## src/rtl/ldr_pkg.sv

```systemverilog
package ldr_pkg;
  localparam int unsigned LANE_W = 8;

  typedef enum logic [1:0] {
    LD_WORD  = 2'b00,
    LD_UHALF = 2'b01,
    LD_SHALF = 2'b10,
    LD_UBYTE = 2'b11
  } ld_kind_e;
endpackage

```

## src/rtl/ldr_lane_pick.sv

```systemverilog
module ldr_lane_pick #(
  parameter int unsigned DATA_W = 32,
  parameter int unsigned LANE_W = 8,
  localparam int unsigned LANES = DATA_W / LANE_W,
  localparam int unsigned OFF_W = $clog2(LANES)
) (
  input  logic [DATA_W-1:0]   word_i,
  input  logic [OFF_W-1:0]    off_i,
  output logic [2*LANE_W-1:0] half_o,
  output logic [LANE_W-1:0]   byte_o
);
  localparam int unsigned HALVES = LANES / 2;

  logic [LANE_W-1:0]   lane   [LANES];
  logic [2*LANE_W-1:0] halves [HALVES];

  for (genvar l = 0; l < LANES; l++) begin : g_lane
    assign lane[l] = word_i[l*LANE_W +: LANE_W];
  end
  for (genvar h = 0; h < HALVES; h++) begin : g_half
    assign halves[h] = word_i[h*2*LANE_W +: 2*LANE_W];
  end

  assign byte_o = lane[off_i];
  assign half_o = halves[off_i[OFF_W-1:1]];
endmodule

```

## src/rtl/ldr_rotr.sv

```systemverilog
module ldr_rotr #(
  parameter int unsigned DATA_W = 32,
  parameter int unsigned STEP_W = 8,
  localparam int unsigned STEPS = DATA_W / STEP_W,
  localparam int unsigned AMT_W = $clog2(STEPS)
) (
  input  logic [DATA_W-1:0] data_i,
  input  logic [AMT_W-1:0]  amt_i,
  output logic [DATA_W-1:0] data_o
);
  logic [DATA_W-1:0] rot [STEPS];

  for (genvar k = 0; k < STEPS; k++) begin : g_rot
    if (k == 0) begin : g_pass
      // zero amount is a straight wire, never a full-width shift
      assign rot[k] = data_i;
    end else begin : g_turn
      assign rot[k] = {data_i[k*STEP_W-1:0], data_i[DATA_W-1:k*STEP_W]};
    end
  end

  assign data_o = rot[amt_i];
endmodule

```

## src/rtl/ldr_extend.sv

```systemverilog
module ldr_extend #(
  parameter int unsigned DATA_W = 32,
  parameter int unsigned LANE_W = 8
) (
  input  logic [2*LANE_W-1:0] half_i,
  input  logic [LANE_W-1:0]   byte_i,
  input  logic                sign_i,
  input  logic                use_byte_i,
  output logic [DATA_W-1:0]   ext_o
);
  logic [DATA_W-1:0] half_ext, byte_ext;

  assign half_ext = {{(DATA_W-2*LANE_W){sign_i & half_i[2*LANE_W-1]}}, half_i};
  assign byte_ext = {{(DATA_W-LANE_W){sign_i & byte_i[LANE_W-1]}}, byte_i};
  assign ext_o    = use_byte_i ? byte_ext : half_ext;
endmodule

```

## src/rtl/ldr_align_unit.sv

```systemverilog
module ldr_align_unit #(
  parameter int unsigned DATA_W  = 32,
  parameter bit          REG_OUT = 1'b1,
  localparam int unsigned ADDR_W = $clog2(DATA_W / ldr_pkg::LANE_W)
) (
  input  logic              clk_i,
  input  logic              rst_ni,
  input  logic              valid_i,
  input  logic [1:0]        kind_i,
  input  logic [ADDR_W-1:0] addr_i,
  input  logic [DATA_W-1:0] data_i,
  output logic              valid_o,
  output logic [DATA_W-1:0] result_o
);
  import ldr_pkg::*;

  ld_kind_e          kind;
  logic [2*LANE_W-1:0] half;
  logic [LANE_W-1:0]   byte_sel;
  logic [DATA_W-1:0]   rot_in, rot_out, ext_val, res_d;
  logic [ADDR_W-1:0]   rot_amt;
  logic                is_word;

  assign kind    = ld_kind_e'(kind_i);
  assign is_word = (kind == LD_WORD);

  ldr_lane_pick #(.DATA_W(DATA_W), .LANE_W(LANE_W)) u_pick (
    .word_i (data_i),
    .off_i  (addr_i),
    .half_o (half),
    .byte_o (byte_sel)
  );

  // unsigned halfword rotates only by its own odd byte
  assign rot_in  = is_word ? data_i : {{(DATA_W-2*LANE_W){1'b0}}, half};
  assign rot_amt = is_word ? addr_i : {{(ADDR_W-1){1'b0}}, addr_i[0]};

  ldr_rotr #(.DATA_W(DATA_W), .STEP_W(LANE_W)) u_rot (
    .data_i (rot_in),
    .amt_i  (rot_amt),
    .data_o (rot_out)
  );

  ldr_extend #(.DATA_W(DATA_W), .LANE_W(LANE_W)) u_ext (
    .half_i     (half),
    .byte_i     (byte_sel),
    .sign_i     (kind == LD_SHALF),
    .use_byte_i ((kind == LD_UBYTE) | addr_i[0]),
    .ext_o      (ext_val)
  );

  always_comb begin
    unique case (kind)
      LD_WORD, LD_UHALF: res_d = rot_out;
      default:           res_d = ext_val;
    endcase
  end

  if (REG_OUT) begin : g_reg
    always_ff @(posedge clk_i or negedge rst_ni) begin
      if (!rst_ni) begin
        valid_o  <= 1'b0;
        result_o <= '0;
      end else begin
        valid_o <= valid_i;
        if (valid_i) result_o <= res_d;
      end
    end
  end else begin : g_comb
    assign valid_o  = valid_i;
    assign result_o = res_d;
  end
endmodule

```

## config.mk

```make
export PLATFORM = sky130hd
export DESIGN_NAME = ldr_align_unit
export DESIGN_NICKNAME = d
export VERILOG_FILES = /design/src/rtl/ldr_pkg.sv /design/src/rtl/ldr_lane_pick.sv /design/src/rtl/ldr_rotr.sv /design/src/rtl/ldr_extend.sv /design/src/rtl/ldr_align_unit.sv
export SDC_FILE = /design/constraint.sdc
export NUM_CORES = 1
export LEC_CHECK = 0
export BUFFER_PORTS_ARGS = -buffer_cell sky130_fd_sc_hd__buf_4
export CAP_MARGIN = 40
export CORE_ASPECT_RATIO = 0.7
export CORE_MARGIN = 2
export CORE_UTILIZATION = 53
export DETAILED_ROUTE_END_ITERATION = 12
export PLACE_DENSITY = 0.8
export SYNTH_ARGS = -nofsm -noshare
export SYNTH_HDL_FRONTEND = slang
export SYNTH_SLANG_ARGS = --single-unit
```

## constraint.sdc

```tcl
create_clock -name clk_i -period 0.9 [get_ports clk_i]
set_input_delay 0.18 -clock clk_i [delete_from_list [all_inputs] [get_ports clk_i]]
set_output_delay 0.18 -clock clk_i [all_outputs]
set_load 0.02 [all_outputs]
```

==> results of run 1 <==
-- cell families after synthesis --
kind of cell,Yosys count,synth area share
AO/OA/AOI/OAI,105,0.266
AND/OR/NAND/NOR,103,0.197
multiplexers,34,0.173
flip-flops,33,0.310
buffers and inverters,27,0.0531
-- per-stage QoR --
stage | worst slack, ns | util
2_1_floorplan | -0.334 | -
3_5_place_dp | -0.624 | 0.792
3_3_place_gp | -0.590 | 0.792
4_1_cts | -0.211 | 0.906
-- timing repair --
item	CTS
buffers inserted	12
pin swaps	16
setup endpoints to repair	65
gates resized for setup	61
cloned	4
endpoints found under the hold margin	33
hold buffers	1
==> flow_metrics.env, run 1 <==
export IMPL_synthesis_area_mm2=0.00266
export IMPL_die_y_um=63.3
export IMPL_row_count=21
export IMPL_placed_cells=483
export IMPL_cts_buffer_depth=2
export IMPL_synth_seq_cells=33
export IMPL_numCtsBuffers=5
export IMPL_synth_edf_count=0
export IMPL_stop_stage="global routing (5_1_grt)"
export IMPL_synthTopCellsByCount="nor2_1 (43), a21oi_1 (38), dfrtp_1 (33)"
export IMPL_synth_cell_types=41
export IMPL_synth_cells=302
export IMPL_cts_sinks=33
export IMPL_io_pins=72
export IMPL_htree_levels=2
export IMPL_finalWeightedCongestion=0.971
export IMPL_initial_utilization=0.553
export IMPL_synth_top_area_frac=0.310
export IMPL_worst_ep_kind="register data pin"
export IMPL_crit_endpoint="result_o[28]$_DFFE_PN0P_/D"
export IMPL_synth_warnings=0
export IMPL_status="aborted with a tool error"
export IMPL_async_flop_share=1.00
export IMPL_ys_seq_area_frac=0.310
export IMPL_synth_nets=341
export IMPL_firstError="[ERROR DPL-0038] Utilization greater than 100%, impossible to legalize"
export IMPL_place_area_mm2=0.00381
export IMPL_avgSynthCellArea_um2=8.81
export IMPL_synth_most_common_cell="nor2_1"
export IMPL_ys_flop_type="dfrtp_1"
export IMPL_port_buffers=71
export IMPL_yosys_area_top_type="dfrtp_1"
export IMPL_die_w_um=88.7
export IMPL_grt_max_degree=34
export IMPL_root_buffer="clkbuf_8"
export IMPL_dp_hpwl_um=6720
export IMPL_synth_area_leaders="dfrtp_1 (31%), mux4_2 (7.6%), a21oi_1 (7.1%)"
==> run 2, diff against run 1 <==
Settings changed: CORE_ASPECT_RATIO 0.7 to unset, CORE_UTILIZATION 53 to 40, PLACE_DENSITY 0.8 to unset, PLACE_DENSITY_LB_ADDON set to 0.15.
==> flow_metrics.env, run 2 <==
export IMPL_finalHoldViolCount=0
export IMPL_synth_area_leaders="dfrtp_1 (31%), mux4_2 (7.6%), a21oi_1 (7.1%)"
export IMPL_syn2layout_area_growth_pct=73.3
export IMPL_final_cell_mix="buf_4 (99), buf_6 (43), nor2_1 (42)"
export IMPL_ff2ff_setup_slack_ns=0.03
export IMPL_async_flop_share=1.00
export IMPL_holdPathEnd="result_o[13]"
export IMPL_finalInstanceArea_mm2=0.00461
export IMPL_port_buffers=71
export IMPL_peakVddDrop_v=0.000767
export IMPL_io_pins=72
export IMPL_end_kind="flip-flop"
export IMPL_synth_edf_count=0
export IMPL_reg2regPathDepth=3
export IMPL_hold_path_depth=3
export IMPL_grt_overflow=0
export IMPL_totalWireLength_um=10300
export IMPL_final_util=0.722
export IMPL_drc_errors=0
export IMPL_slew_headroom=0.703
export IMPL_drt_iter0_drc=182
export IMPL_synth_seq_cells=33
export IMPL_synthTopCellsByCount="nor2_1 (43), a21oi_1 (38), dfrtp_1 (33)"
export IMPL_synth_most_common_cell="nor2_1"
export IMPL_worst_hold_path_type="in2reg"
export IMPL_grt_total_usage=0.270
export IMPL_wl_per_cell_um=19.8
export IMPL_place_area_mm2=0.00380
export IMPL_largest_reg_flops=32
export IMPL_cp_required_ns=1.07
export IMPL_fmax_ghz=0.898
export IMPL_nets=481
export IMPL_initial_utilization=0.417
export IMPL_status="complete, but fails checks"
export IMPL_r2r_start="result_o[6]"
export IMPL_die_area_mm2=0.00732
export IMPL_grt_max_degree=34
export IMPL_placed_cells=487
export IMPL_tns_ns=-7.81
export IMPL_ys_flop_type="dfrtp_1"
export IMPL_synth_cells=302
export IMPL_layout_commonest_cell="buf_4"
export IMPL_cts_tree="done"
export IMPL_min_period_ns=1.11
export IMPL_via_per_inst=6.09
export IMPL_drive_above_1_share=0.571
export IMPL_worstSetupPathType="in2reg"
export IMPL_firstDrtPassIters=5
export IMPL_clk_pin_slew_ns=0.08
export IMPL_biggestRegsByFlops="result_o (32), valid_o (1)"
export IMPL_top_register="result_o"
export IMPL_rsz0062_at_grt="true"
export IMPL_die_y_um=85.6
export IMPL_setup_ws_ns=-0.213
export IMPL_num_vias=3166
export IMPL_synth_top_area_frac=0.310
export IMPL_ant_nets=0
export IMPL_fin_cells=520
export IMPL_setup_violations_final=65
export IMPL_ys_seq_area_frac=0.310
export IMPL_synth_cell_types=41
export IMPL_grt_pass1_wl_um=15700
export IMPL_synthesis_area_mm2=0.00266
export IMPL_avgSynthCellArea_um2=8.81
export IMPL_clkLatencyLatePin_ns=0.28
export IMPL_nFillCells=449
export IMPL_die_w_um=85.6
export IMPL_dp_hpwl_um=6660
export IMPL_yosys_area_top_type="dfrtp_1"
export IMPL_cellLeakagePower_nw=2.03
export IMPL_root_buffer="clkbuf_8"
export IMPL_fin_crit_sh=1.24
export IMPL_row_count=29
export IMPL_num_antenna_cells=0
export IMPL_slew_viol_final=0
export IMPL_finalWeightedCongestion=0.934
export IMPL_failed_checks="setup timing"
export IMPL_grt_pass1_vias=3078
export IMPL_cts_sinks=33
export IMPL_cts_buffer_depth=2
export IMPL_crit_fanout=5
export IMPL_synth_nets=341
export IMPL_core_mm2=0.00639
export IMPL_timing_hold_ws_ns=0.251
export IMPL_power_density_mw_per_mm2=1180
export IMPL_maxCapViolations=0
export IMPL_numCtsBuffers=5
export IMPL_synth_warnings=0
export IMPL_tightest_slew_ns=0.445
export IMPL_start_kind="input port"
export IMPL_reg2reg_to="result_o[6]"
export IMPL_hp_start="data_i[29]"
export IMPL_cp_arrival_ns=1.29
export IMPL_htree_levels=2
export IMPL_antenna_found_initial=0
export IMPL_fin_skew_ns=0
-- run 2: cell counts after synthesis --
No cell type changed its count.
-- run 2: layer usage --
metal / global-route usage / vias up / share of wire
met5: 0 / - / 0
met4: 0.0794 / 0 / 0.022
met3: 0.0452 / 19 / 0.075
met2: 0.434 / 166 / 0.48
met1: 0.377 / 1567 / 0.42
li1: - / 1414 / -
-- run 2: worst max-delay path by stage --
stage	start	end	slack (ns)	cells past startpoint
3_5_place_dp	addr_i[0]	result_o[22]	-0.54	5
5_1_grt	kind_i[1]	result_o[19]	-0.26	6
6_report	kind_i[1]	result_o[7]	-0.21	7
4_1_cts	kind_i[0]	result_o[18]	-0.21	6
3_3_place_gp	addr_i[1]	result_o[10]	-0.51	5
2_1_floorplan	kind_i[1]	result_o[16]	-0.33	5
-- run 2: where the power goes --
group	total [mW]	switching, mW	internal (mW)
Clock	1.13	0.599	0.534
Sequential	1.80	0.137	1.67
Combinational	2.52	1.17	1.35
Total	5.45	1.91	3.54
-- run 2: what timing repair did --
action | CTS | global route
pin swaps | 15 | 9
setup endpoints to repair | 65 | 65
hold buffers | 1 | 0
gates cloned | 3 | 2
endpoints found under the hold margin | 33 | 0
gates resized for setup | 85 | 25
buffers inserted | 9 | 10
-- run 2: layout make-up --
type                    count  area (µm²)  share of cell area
clock buffers               5        68.8              0.0149
clock inverters             3        17.5             0.00380
inverters                   1        11.3             0.00244
multi-input cells         242        2020               0.438
flip-flops and latches     33         826               0.179
well taps                  77        96.3              0.0209
repair buffers            158        1560               0.339
repair inverters            1        8.76             0.00190
-- run 2: metrics by stage --
stage | power, mW | setup slack, ns
5_1_grt | 5.70 | -0.259
4_1_cts | 5.27 | -0.206
6_report | 5.45 | -0.213
2_1_floorplan | 2.86 | -0.334
3_5_place_dp | 3.76 | -0.536
3_3_place_gp | 3.73 | -0.505
-- run 2: logic make-up (layout without fill, tap and decap cells) --
family	after synthesis	count (layout)	share of synthesized area
buffers and inverters	27	168	0.0531
flip-flops	33	33	0.310
AO/OA/AOI/OAI	105	105	0.266
multiplexers	34	34	0.173
AND/OR/NAND/NOR	103	103	0.197
-- run 2: critical path, cell delays in order --
cell and delay, ns:
buf_12 0.11, o21ai_4 0.20, buf_4 0.15, mux4_2 0.31, buf_4 0.16, a21oi_2 0.11, nor2_1 0.06
No activity file was read; power rests on OpenSTA's default activity.
==> run 3, diff against run 2 <==
Settings changed: CORE_ASPECT_RATIO set to 1.5, RECOVER_POWER set to 100.
==> flow_metrics.env, run 3 (same netlist as run 2, synthesis figures left out) <==
export IMPL_status="complete, but fails checks"
export IMPL_failed_checks="setup timing"
export IMPL_worst_hold_path_type="in2reg"
export IMPL_timing_hold_ws_ns=0.224
export IMPL_cts_sinks=33
export IMPL_core_mm2=0.00649
export IMPL_power_density_mw_per_mm2=1160
export IMPL_rsz0062_at_grt="true"
export IMPL_end_kind="flip-flop"
export IMPL_cts_buffer_depth=2
export IMPL_slew_viol_final=0
export IMPL_cp_arrival_ns=1.31
export IMPL_drive_above_1_share=0.585
export IMPL_ant_nets=0
export IMPL_wl_per_cell_um=19.7
export IMPL_io_pins=72
export IMPL_numCtsBuffers=5
export IMPL_worstSetupPathType="in2reg"
export IMPL_min_period_ns=1.08
export IMPL_maxCapViolations=0
export IMPL_grt_total_usage=0.264
export IMPL_setup_violations_final=65
export IMPL_num_antenna_cells=0
export IMPL_cp_required_ns=1.13
export IMPL_via_per_inst=5.91
export IMPL_placed_cells=487
export IMPL_antenna_found_initial=0
export IMPL_initial_utilization=0.410
export IMPL_nets=494
export IMPL_fmax_ghz=0.925
export IMPL_clk_pin_slew_ns=0.07
export IMPL_place_area_mm2=0.00378
export IMPL_final_cell_mix="buf_4 (105), buf_6 (41), nor2_1 (35)"
export IMPL_die_area_mm2=0.00734
export IMPL_setup_ws_ns=-0.181
export IMPL_layout_commonest_cell="buf_4"
export IMPL_firstDrtPassIters=5
export IMPL_fin_cells=531
export IMPL_multi_input_area_mm2=0.00203
export IMPL_root_buffer="clkbuf_8"
export IMPL_peakVddDrop_v=0.000890
export IMPL_nFillCells=465
export IMPL_grt_pass1_vias=3059
export IMPL_totalWireLength_um=10500
export IMPL_num_vias=3140
export IMPL_finalWeightedCongestion=0.840
export IMPL_grt_overflow=0
export IMPL_regArea_um2=826
export IMPL_htree_levels=2
export IMPL_tightest_slew_ns=0.478
export IMPL_clkLatencyLatePin_ns=0.28
export IMPL_top_register="result_o"
export IMPL_port_buffers=71
export IMPL_fin_skew_ns=0
export IMPL_finalHoldViolCount=0
export IMPL_die_w_um=70.6
export IMPL_grt_pass1_wl_um=15700
export IMPL_die_y_um=104
export IMPL_start_kind="input port"
export IMPL_drt_iter0_drc=159
export IMPL_cts_tree="done"
export IMPL_drc_errors=0
export IMPL_syn2layout_area_growth_pct=79.3
export IMPL_grt_max_degree=34
export IMPL_finalInstanceArea_mm2=0.00477
export IMPL_biggestRegsByFlops="result_o (32), valid_o (1)"
export IMPL_largest_reg_flops=32
export IMPL_fin_crit_sh=1.20
export IMPL_crit_fanout=9
export IMPL_dp_hpwl_um=6430
export IMPL_slew_headroom=0.681
export IMPL_row_count=36
export IMPL_cellLeakagePower_nw=2.09
-- run 3: cell types whose count changed in the layout (fill, tap and decap cells not counted), moves of 4 or more --
| cell | previous run | this run |
|---|---|---|
| nor2_2 | 0 | 8 |
| or3b_4 | 6 | 10 |
| buf_4 | 99 | 105 |
| buf_16 | 1 | 5 |
| nor2_1 | 42 | 35 |
| buf_8 | 1 | 6 |
-- run 3: cell type report --
cell class,instances,share of cell area
repair buffers,169,0.357
clock buffers,7,0.0181
flip-flops and latches,33,0.173
inverters,1,0.00420
repair inverters,1,0.00184
multi-input cells,244,0.426
well taps,76,0.0199
-- run 3: report_power, final --
group,internal [mW],switching (mW)
sequential,1.67,0.131
combinational,1.40,1.19
clock,0.607,0.559
-- run 3: what timing repair did --
| action | 4_1_cts | 5_1_grt |
|---|---|---|
| endpoints found under the setup margin | 65 | 65 |
| resized for setup | 99 | 25 |
| setup buffers | 15 | 12 |
| pin swaps | 18 | 14 |
| gates cloned | 7 | 2 |
| hold endpoints to repair | 33 | 0 |
| hold buffers | 1 | 0 |
-- run 3: worst paths after layout --
| path | startpoint | endpoint | slack [ns] | cells after the start |
|---|---|---|---|---|
| setup / recovery | kind_i[0] | result_o[26] | -0.18 | 6 |
| hold / removal | data_i[29] | result_o[13] | 0.22 | 3 |
| setup reg to reg | result_o[20] | result_o[20] | 0 | 4 |
| hold reg to reg | result_o[15] | result_o[15] | 0.52 | 2 |
| max in group asynchronous | rst_ni | result_o[9] | 0.16 | 2 |
| min in group asynchronous | rst_ni | result_o[4] | 0.41 | 2 |
-- run 3: per-layer routing --
metal  GRT usage  wire length, µm  vias up
met5           0                0        -
met2       0.450             5380      142
met4      0.0903              454        0
met1       0.342             4050     1516
li1            -                -     1441
met3      0.0339              569       41
-- run 3: critical path, cell delays in order --
cell	delay (ns)
buf_12	0.12
buf_8	0.13
or3b_4	0.38
a21o_1	0.18
a21oi_2	0.15
o32a_1	0.15
-- run 3: stage by stage --
stage	power [mW]	utilization	setup WS, ns	TNS, ns
after floorplan	2.86	-	-0.334	-9.06
after global placement	3.70	0.583	-0.519	-15.71
after detailed placement	3.73	0.583	-0.563	-16.44
after CTS	5.35	0.697	-0.148	-7.00
after global routing	5.77	0.736	-0.217	-8.89
final	5.55	0.736	-0.181	-7.28
